File: src/rtl/lmb_pkg.sv
package lmb_pkg;

    typedef enum logic [1:0] {
        PH_WAIT  = 2'd0,   // behind an older entry of the same line
        PH_NEED  = 2'd1,   // head, memory read not yet issued
        PH_SENT  = 2'd2,   // head, memory read outstanding
        PH_READY = 2'd3    // head, line present, may be replayed
    } lmb_phase_e;

endpackage

File: src/rtl/lmb_pick.sv
// Lowest-index priority pick over a request vector.
module lmb_pick #(
    parameter int N  = 16,
    parameter int IW = 4
) (
    input  logic [N-1:0]  req,
    output logic          found,
    output logic [IW-1:0] idx
);

    always_comb begin
        found = 1'b0;
        idx   = '0;
        for (int i = N - 1; i >= 0; i--) begin
            if (req[i]) begin
                found = 1'b1;
                idx   = IW'(i);
            end
        end
    end

endmodule

File: src/rtl/lmb_line_cam.sv
// Finds the chain tail that holds a given line address.
module lmb_line_cam #(
    parameter int DEPTH  = 16,
    parameter int ADDR_W = 26,
    parameter int IW     = 4
) (
    input  logic [ADDR_W-1:0]             key,
    input  logic [DEPTH-1:0][ADDR_W-1:0]  lines,
    input  logic [DEPTH-1:0]              live,
    output logic                          hit,
    output logic [IW-1:0]                 hit_idx
);

    logic [DEPTH-1:0] eq;

    for (genvar g = 0; g < DEPTH; g++) begin : g_cmp
        assign eq[g] = live[g] && (lines[g] == key);
    end

    lmb_pick #(.N(DEPTH), .IW(IW)) u_pick (
        .req   (eq),
        .found (hit),
        .idx   (hit_idx)
    );

endmodule

File: src/rtl/linked_miss_buf.sv
module linked_miss_buf
    import lmb_pkg::*;
#(
    parameter int DEPTH  = 16,
    parameter int ADDR_W = 26,
    parameter int TAG_W  = 8,
    localparam int IW    = (DEPTH > 1) ? $clog2(DEPTH) : 1
) (
    input  logic              clk,
    input  logic              rst_n,
    input  logic              ins_valid,
    input  logic [ADDR_W-1:0] ins_addr,
    input  logic [TAG_W-1:0]  ins_tag,
    input  logic              ins_need_rd,
    input  logic              fill_valid,
    input  logic [IW-1:0]     fill_id,
    output logic              mem_req_valid,
    output logic [ADDR_W-1:0] mem_req_addr,
    output logic [IW-1:0]     mem_req_id,
    output logic              rpl_valid,
    output logic [IW-1:0]     rpl_id,
    output logic [ADDR_W-1:0] rpl_addr,
    output logic [TAG_W-1:0]  rpl_tag,
    output logic              full
);

    typedef struct packed {
        logic       [DEPTH-1:0]              vld;
        logic       [DEPTH-1:0]              head;
        logic       [DEPTH-1:0]              tail;
        logic       [DEPTH-1:0]              has_nxt;
        logic       [DEPTH-1:0][IW-1:0]      nxt;
        logic       [DEPTH-1:0][ADDR_W-1:0]  addr;
        logic       [DEPTH-1:0][TAG_W-1:0]   tag;
        lmb_phase_e [DEPTH-1:0]              phase;
    } lmb_state_t;

    lmb_state_t st_q, st_d;

    // Per-entry request vectors
    logic [DEPTH-1:0] free_vec;
    logic [DEPTH-1:0] need_vec;
    logic [DEPTH-1:0] ready_vec;
    logic [DEPTH-1:0] retire_mask;
    logic [DEPTH-1:0] tail_live;

    for (genvar g = 0; g < DEPTH; g++) begin : g_vec
        assign free_vec[g]  = ~st_q.vld[g];
        assign need_vec[g]  = st_q.vld[g] && (st_q.phase[g] == PH_NEED);
        assign ready_vec[g] = st_q.vld[g] && (st_q.phase[g] == PH_READY);
        assign retire_mask[g] = rpl_valid && (rpl_id == IW'(g));
        assign tail_live[g] = st_q.vld[g] && st_q.tail[g] && !retire_mask[g];
    end

    logic          alloc_found;
    logic [IW-1:0] alloc_idx;
    logic          mem_found;
    logic [IW-1:0] mem_idx;
    logic          rpl_found;
    logic [IW-1:0] rpl_idx;
    logic          tail_hit;
    logic [IW-1:0] tail_idx;

    lmb_pick #(.N(DEPTH), .IW(IW)) u_alloc (
        .req (free_vec), .found (alloc_found), .idx (alloc_idx)
    );

    lmb_pick #(.N(DEPTH), .IW(IW)) u_mem_arb (
        .req (need_vec), .found (mem_found), .idx (mem_idx)
    );

    lmb_pick #(.N(DEPTH), .IW(IW)) u_rpl_arb (
        .req (ready_vec), .found (rpl_found), .idx (rpl_idx)
    );

    lmb_line_cam #(.DEPTH(DEPTH), .ADDR_W(ADDR_W), .IW(IW)) u_cam (
        .key     (ins_addr),
        .lines   (st_q.addr),
        .live    (tail_live),
        .hit     (tail_hit),
        .hit_idx (tail_idx)
    );

    // Outputs straight from registered state
    assign full          = ~alloc_found;
    assign mem_req_valid = mem_found;
    assign mem_req_id    = mem_idx;
    assign mem_req_addr  = st_q.addr[mem_idx];
    assign rpl_valid     = rpl_found;
    assign rpl_id        = rpl_idx;
    assign rpl_addr      = st_q.addr[rpl_idx];
    assign rpl_tag       = st_q.tag[rpl_idx];

    logic ins_take;
    assign ins_take = ins_valid && alloc_found;

    always_comb begin
        st_d = st_q;

        // Retire the granted head and promote its successor
        if (rpl_found) begin
            st_d.vld[rpl_idx]     = 1'b0;
            st_d.head[rpl_idx]    = 1'b0;
            st_d.tail[rpl_idx]    = 1'b0;
            st_d.has_nxt[rpl_idx] = 1'b0;
            if (st_q.has_nxt[rpl_idx]) begin
                st_d.head[st_q.nxt[rpl_idx]]  = 1'b1;
                st_d.phase[st_q.nxt[rpl_idx]] = PH_READY;
            end
        end

        // Issue one memory read
        if (mem_found) begin
            st_d.phase[mem_idx] = PH_SENT;
        end

        // Critical data return
        if (fill_valid && st_q.vld[fill_id] && (st_q.phase[fill_id] == PH_SENT)) begin
            st_d.phase[fill_id] = PH_READY;
        end

        // Insert into the lowest free slot
        if (ins_take) begin
            st_d.vld[alloc_idx]     = 1'b1;
            st_d.addr[alloc_idx]    = ins_addr;
            st_d.tag[alloc_idx]     = ins_tag;
            st_d.tail[alloc_idx]    = 1'b1;
            st_d.has_nxt[alloc_idx] = 1'b0;
            st_d.nxt[alloc_idx]     = '0;
            if (tail_hit) begin
                st_d.tail[tail_idx]    = 1'b0;
                st_d.has_nxt[tail_idx] = 1'b1;
                st_d.nxt[tail_idx]     = alloc_idx;
                st_d.head[alloc_idx]   = 1'b0;
                st_d.phase[alloc_idx]  = PH_WAIT;
            end else begin
                st_d.head[alloc_idx]  = 1'b1;
                st_d.phase[alloc_idx] = ins_need_rd ? PH_NEED : PH_READY;
            end
        end
    end

    always_ff @(posedge clk) begin
        if (!rst_n) begin
            st_q <= '0;
        end else begin
            st_q <= st_d;
        end
    end

    // ---------------------------------------------------------------
    // Assertions
    // ---------------------------------------------------------------
    p_full_all_used_r1: assert property (@(posedge clk) disable iff (!rst_n)
        full |-> (&st_q.vld));

    p_no_insert_when_full_r1: assert property (@(posedge clk) disable iff (!rst_n)
        (full && ins_valid && !rpl_valid)
        |=> ($countones(st_q.vld) == $past($countones(st_q.vld))));

    p_req_from_head_r2: assert property (@(posedge clk) disable iff (!rst_n)
        mem_req_valid |-> (st_q.head[mem_req_id] && st_q.vld[mem_req_id]));

    p_req_single_r2: assert property (@(posedge clk) disable iff (!rst_n)
        mem_req_valid |=> !(mem_req_valid && (mem_req_id == $past(mem_req_id))));

    p_fill_ready_r4: assert property (@(posedge clk) disable iff (!rst_n)
        (fill_valid && st_q.vld[fill_id] && (st_q.phase[fill_id] == PH_SENT))
        |=> (st_q.phase[$past(fill_id)] == PH_READY));

    p_grant_head_r6: assert property (@(posedge clk) disable iff (!rst_n)
        rpl_valid |-> (st_q.head[rpl_id] && st_q.vld[rpl_id]));

    p_successor_ready_r7: assert property (@(posedge clk) disable iff (!rst_n)
        (rpl_valid && st_q.has_nxt[rpl_id])
        |=> (st_q.head[$past(st_q.nxt[rpl_id])]
             && (st_q.phase[$past(st_q.nxt[rpl_id])] == PH_READY)));

endmodule

File: config.mk
export PLATFORM = sky130hd
export DESIGN_NAME = linked_miss_buf
export DESIGN_NICKNAME = d
export VERILOG_FILES = /design/src/rtl/lmb_pkg.sv /design/src/rtl/lmb_pick.sv /design/src/rtl/lmb_line_cam.sv /design/src/rtl/linked_miss_buf.sv
export SDC_FILE = /design/constraint.sdc
export NUM_CORES = 2
export LEC_CHECK = 0
export BUFFER_PORTS_ARGS = -buffer_cell sky130_fd_sc_hd__buf_2
export CAP_MARGIN = 20
export CORE_MARGIN = 8
export CORE_UTILIZATION = 25
export DETAILED_ROUTE_END_ITERATION = 10
export MAX_ROUTING_LAYER = met4
export PLACE_DENSITY = 0.43
export SETUP_SLACK_MARGIN = 0.15
export SLEW_MARGIN = 20
export SYNTH_ARGS = -nofsm -noshare
export SYNTH_HDL_FRONTEND = slang
export SYNTH_SLANG_ARGS = --single-unit
File: constraint.sdc
create_clock -name clk -period 7.4 [get_ports clk]
set_clock_uncertainty 0.15 [all_clocks]
set_input_delay 0.37 -clock clk [delete_from_list [all_inputs] [get_ports clk]]
set_output_delay 0.37 -clock clk [all_outputs]
set_load 0.03 [all_outputs]
==> out/metrics.cfg <==
[grt]
grt_pass1_wl_um=345000
antenna_found_initial=14
grt.total_usage_pct=27.3
grt_pass1_vias=41100
grt_max_degree=188
grt-ovfl-total=0

[place]
gp_congestion=1.02
io_buffer_count=113
dp_slack_ns=1.67
hpwl_um=173000
place_area_um2=43800
numPlacedInstances=7682

[worst_setup_path]
cp-start-kind=register
worst-setup-path-type=register to primary output
crit_required_ns=6.88
worst_path_dominant_cell_family=compound AO/OA/AOI/OAI gates
cp_slowest_cell=a31oi_4
worst-path-stages=11
cp_max_fo=51
endpoint_kind=primary output
cp-startpoint=st_q[702]
slowest_delay_ns=1.00
critPathBufInv=2
cp_data_arrival_time_ns=5.74
r2r_start=st_q[702]
r2r_cells=11
path_cells=nand3b_1 > a21oi_1 > o22ai_1 > a211oi_1 > o31ai_1 > a31oi_4 > buf_12 > mux2_2 > o21ai_0 > nand4_1 > buf_2

[run_status]
violations=DRC
outcome=complete, but fails checks

[die]
die_area_um2=178000
ios=114
die_width_um=422
initial_core_util_pct=25.1
coreArea_um2=164000
num_rows=149
die_y_um=422

[detailed_routing]
dr_total_vias=45500
drc=2
wirelength_um=251000
wl_met2_um=109000
drt-met1-wl_um=102000
avgViaCountPerCell=5.78
wl_per_cell_um=31.8
first_iter_violations=6942
ant_nets=0
firstDrtPassIters=11
met3_length_um=22000
top_layer_used=met4

[sta]
finalSetupViolCount=0
slew_headroom_pct=14.5
slew_violations=0
hold_violations=0
fmax_mhz=160
period_share_pct=84.6
setup_tns_ns=0
tightest_slew_ns=1.27
period_needed_ns=6.26
layout_setup_ws_ns=1.14
rsz0062_at_grt=no

[clocking]
cts_resized=0
cts_hold_buf=22
cts_buffers=88
cts_max_level=3
post-cts-setup-buffers=0
cts_tree=done
cts.clk_slew.worst_paths_ns=0.07
root_buffer=clkbuf_16
clock_sinks=688
cts_buffer_depth=3
worstSkewPairLatency_ns=0.73

[cells_and_area]
area_growth_pct=14.0
layoutNonFillerInstCount=7870
finish.instance_area_um2=47000
seq_area_um2=13800
finalNetCount=5651
post-route-util_pct=28.6
multi_input_area_um2=25600
drive_gt1_share_pct=10.1
fill_cells=17800

[synth]
synth_area_leaders=dfxtp_1 (33%), nand2_1 (17%), a21oi_1 (7.7%)
ys_seq_area_share_pct=33.4
synth-warning-count=0
synthesis.area_um2=41200
async_reset_ff_share_pct=0
netlist_top_cells_count=nand2_1 (1893), dfxtp_1 (688), a21oi_1 (635), clkbuf_1 (420), xnor2_1 (309)
syn_nets=5818
synthFlopType=dfxtp_1
synthDistinctLibCells=84
synth_edf_count=0
synth.most_common_cell=nand2_1
syn-instance-count=5775
yosys_register_bits=688
yosysTopAreaCellShare_pct=33.4
synth_top_area_cell=dfxtp_1
syn_area_per_cell_um2=7.13

[worst_hold_path]
min_path_cells=3
hp-class=primary input to register
hp-start=ins_addr[8]

[power_and_ir_drop]
vdd.ir_drop.worst_mv=0.162
leakagePower_nw=15.3
p_per_area_nw_per_um2=195

[job]
cap_violations=0

## tightest hold or removal path, delay by kind of cell
family / cells / cell delay, ns
compound gates: 1 / 0.06
simple gates: 1 / 0.13
buf+inv: 1 / 0.28
## metal layers
layer,track usage [%],vias to the layer above
met5,-,-
met4,16.4,0
met3,5.10,589
met2,40.5,2629
met1,34.5,22300
li1,-,19900
## layout by cell type, fill, tap and decap left out, drive strengths merged, types with 33 or more instances in the layout
cell type / netlist / routed
nand2: 1893 / 1893
dfxtp: 688 / 688
a21oi: 636 / 636
xnor2: 310 / 310
buf: 107 / 247
nand4: 206 / 206
o21ai: 168 / 168
a222oi: 137 / 137
a31oi: 132 / 132
nand3: 132 / 132
nor2: 122 / 122
clkbuf: 420 / 118
xor2: 108 / 108
mux2: 104 / 104
nor4: 73 / 73
nor3: 43 / 43
mux2i: 39 / 39
and3: 38 / 38
o221ai: 37 / 37
o22a: 36 / 36
and2: 33 / 33
## metrics by stage
stage	power, mW	hold slack [ns]
after CTS	9.18	0.000266
final	9.14	0.0375
after global routing	9.35	0.0320
after global placement	4.69	0.288
after floorplan	4.32	0.281
after detailed placement	4.69	0.295
## power by group
| part | switching [mW] | internal (mW) | total (mW) |
|---|---|---|---|
| Clock | 1.89 | 2.61 | 4.50 |
| Sequential | 0.0397 | 3.73 | 3.77 |
| Combinational | 0.656 | 0.213 | 0.869 |
## logic make-up after synthesis
| family | after synthesis | synth area share (%) |
|---|---|---|
| buffers and inverters | 548 | 5.39 |
| muxes | 145 | 3.90 |
| AOI/OAI and AO/OA | 1331 | 20.6 |
| DFF | 688 | 33.4 |
| xor gates and xnor gates | 418 | 8.90 |
| and+or+nand+nor | 2645 | 27.8 |
## path summary, 6_finish.rpt
kind | slack (ns) | to
worst min register to register | 0.30 | register
worst max register to register | 1.75 | st_q[637]
worst max-delay path | 1.14 | mem_req_addr[16]
worst min-delay path | 0.04 | register
## cell type report
cell class	instances	share of cell area, %
clock inverter	35	0.879
inverter	21	0.194
multi-input combinational	4539	54.4
antenna	11	0.0586
sequential	688	29.3
clock buffer	117	5.25
tap	2189	5.83
timing repair buffer	270	4.07
(Power assumes the default switching activity.)
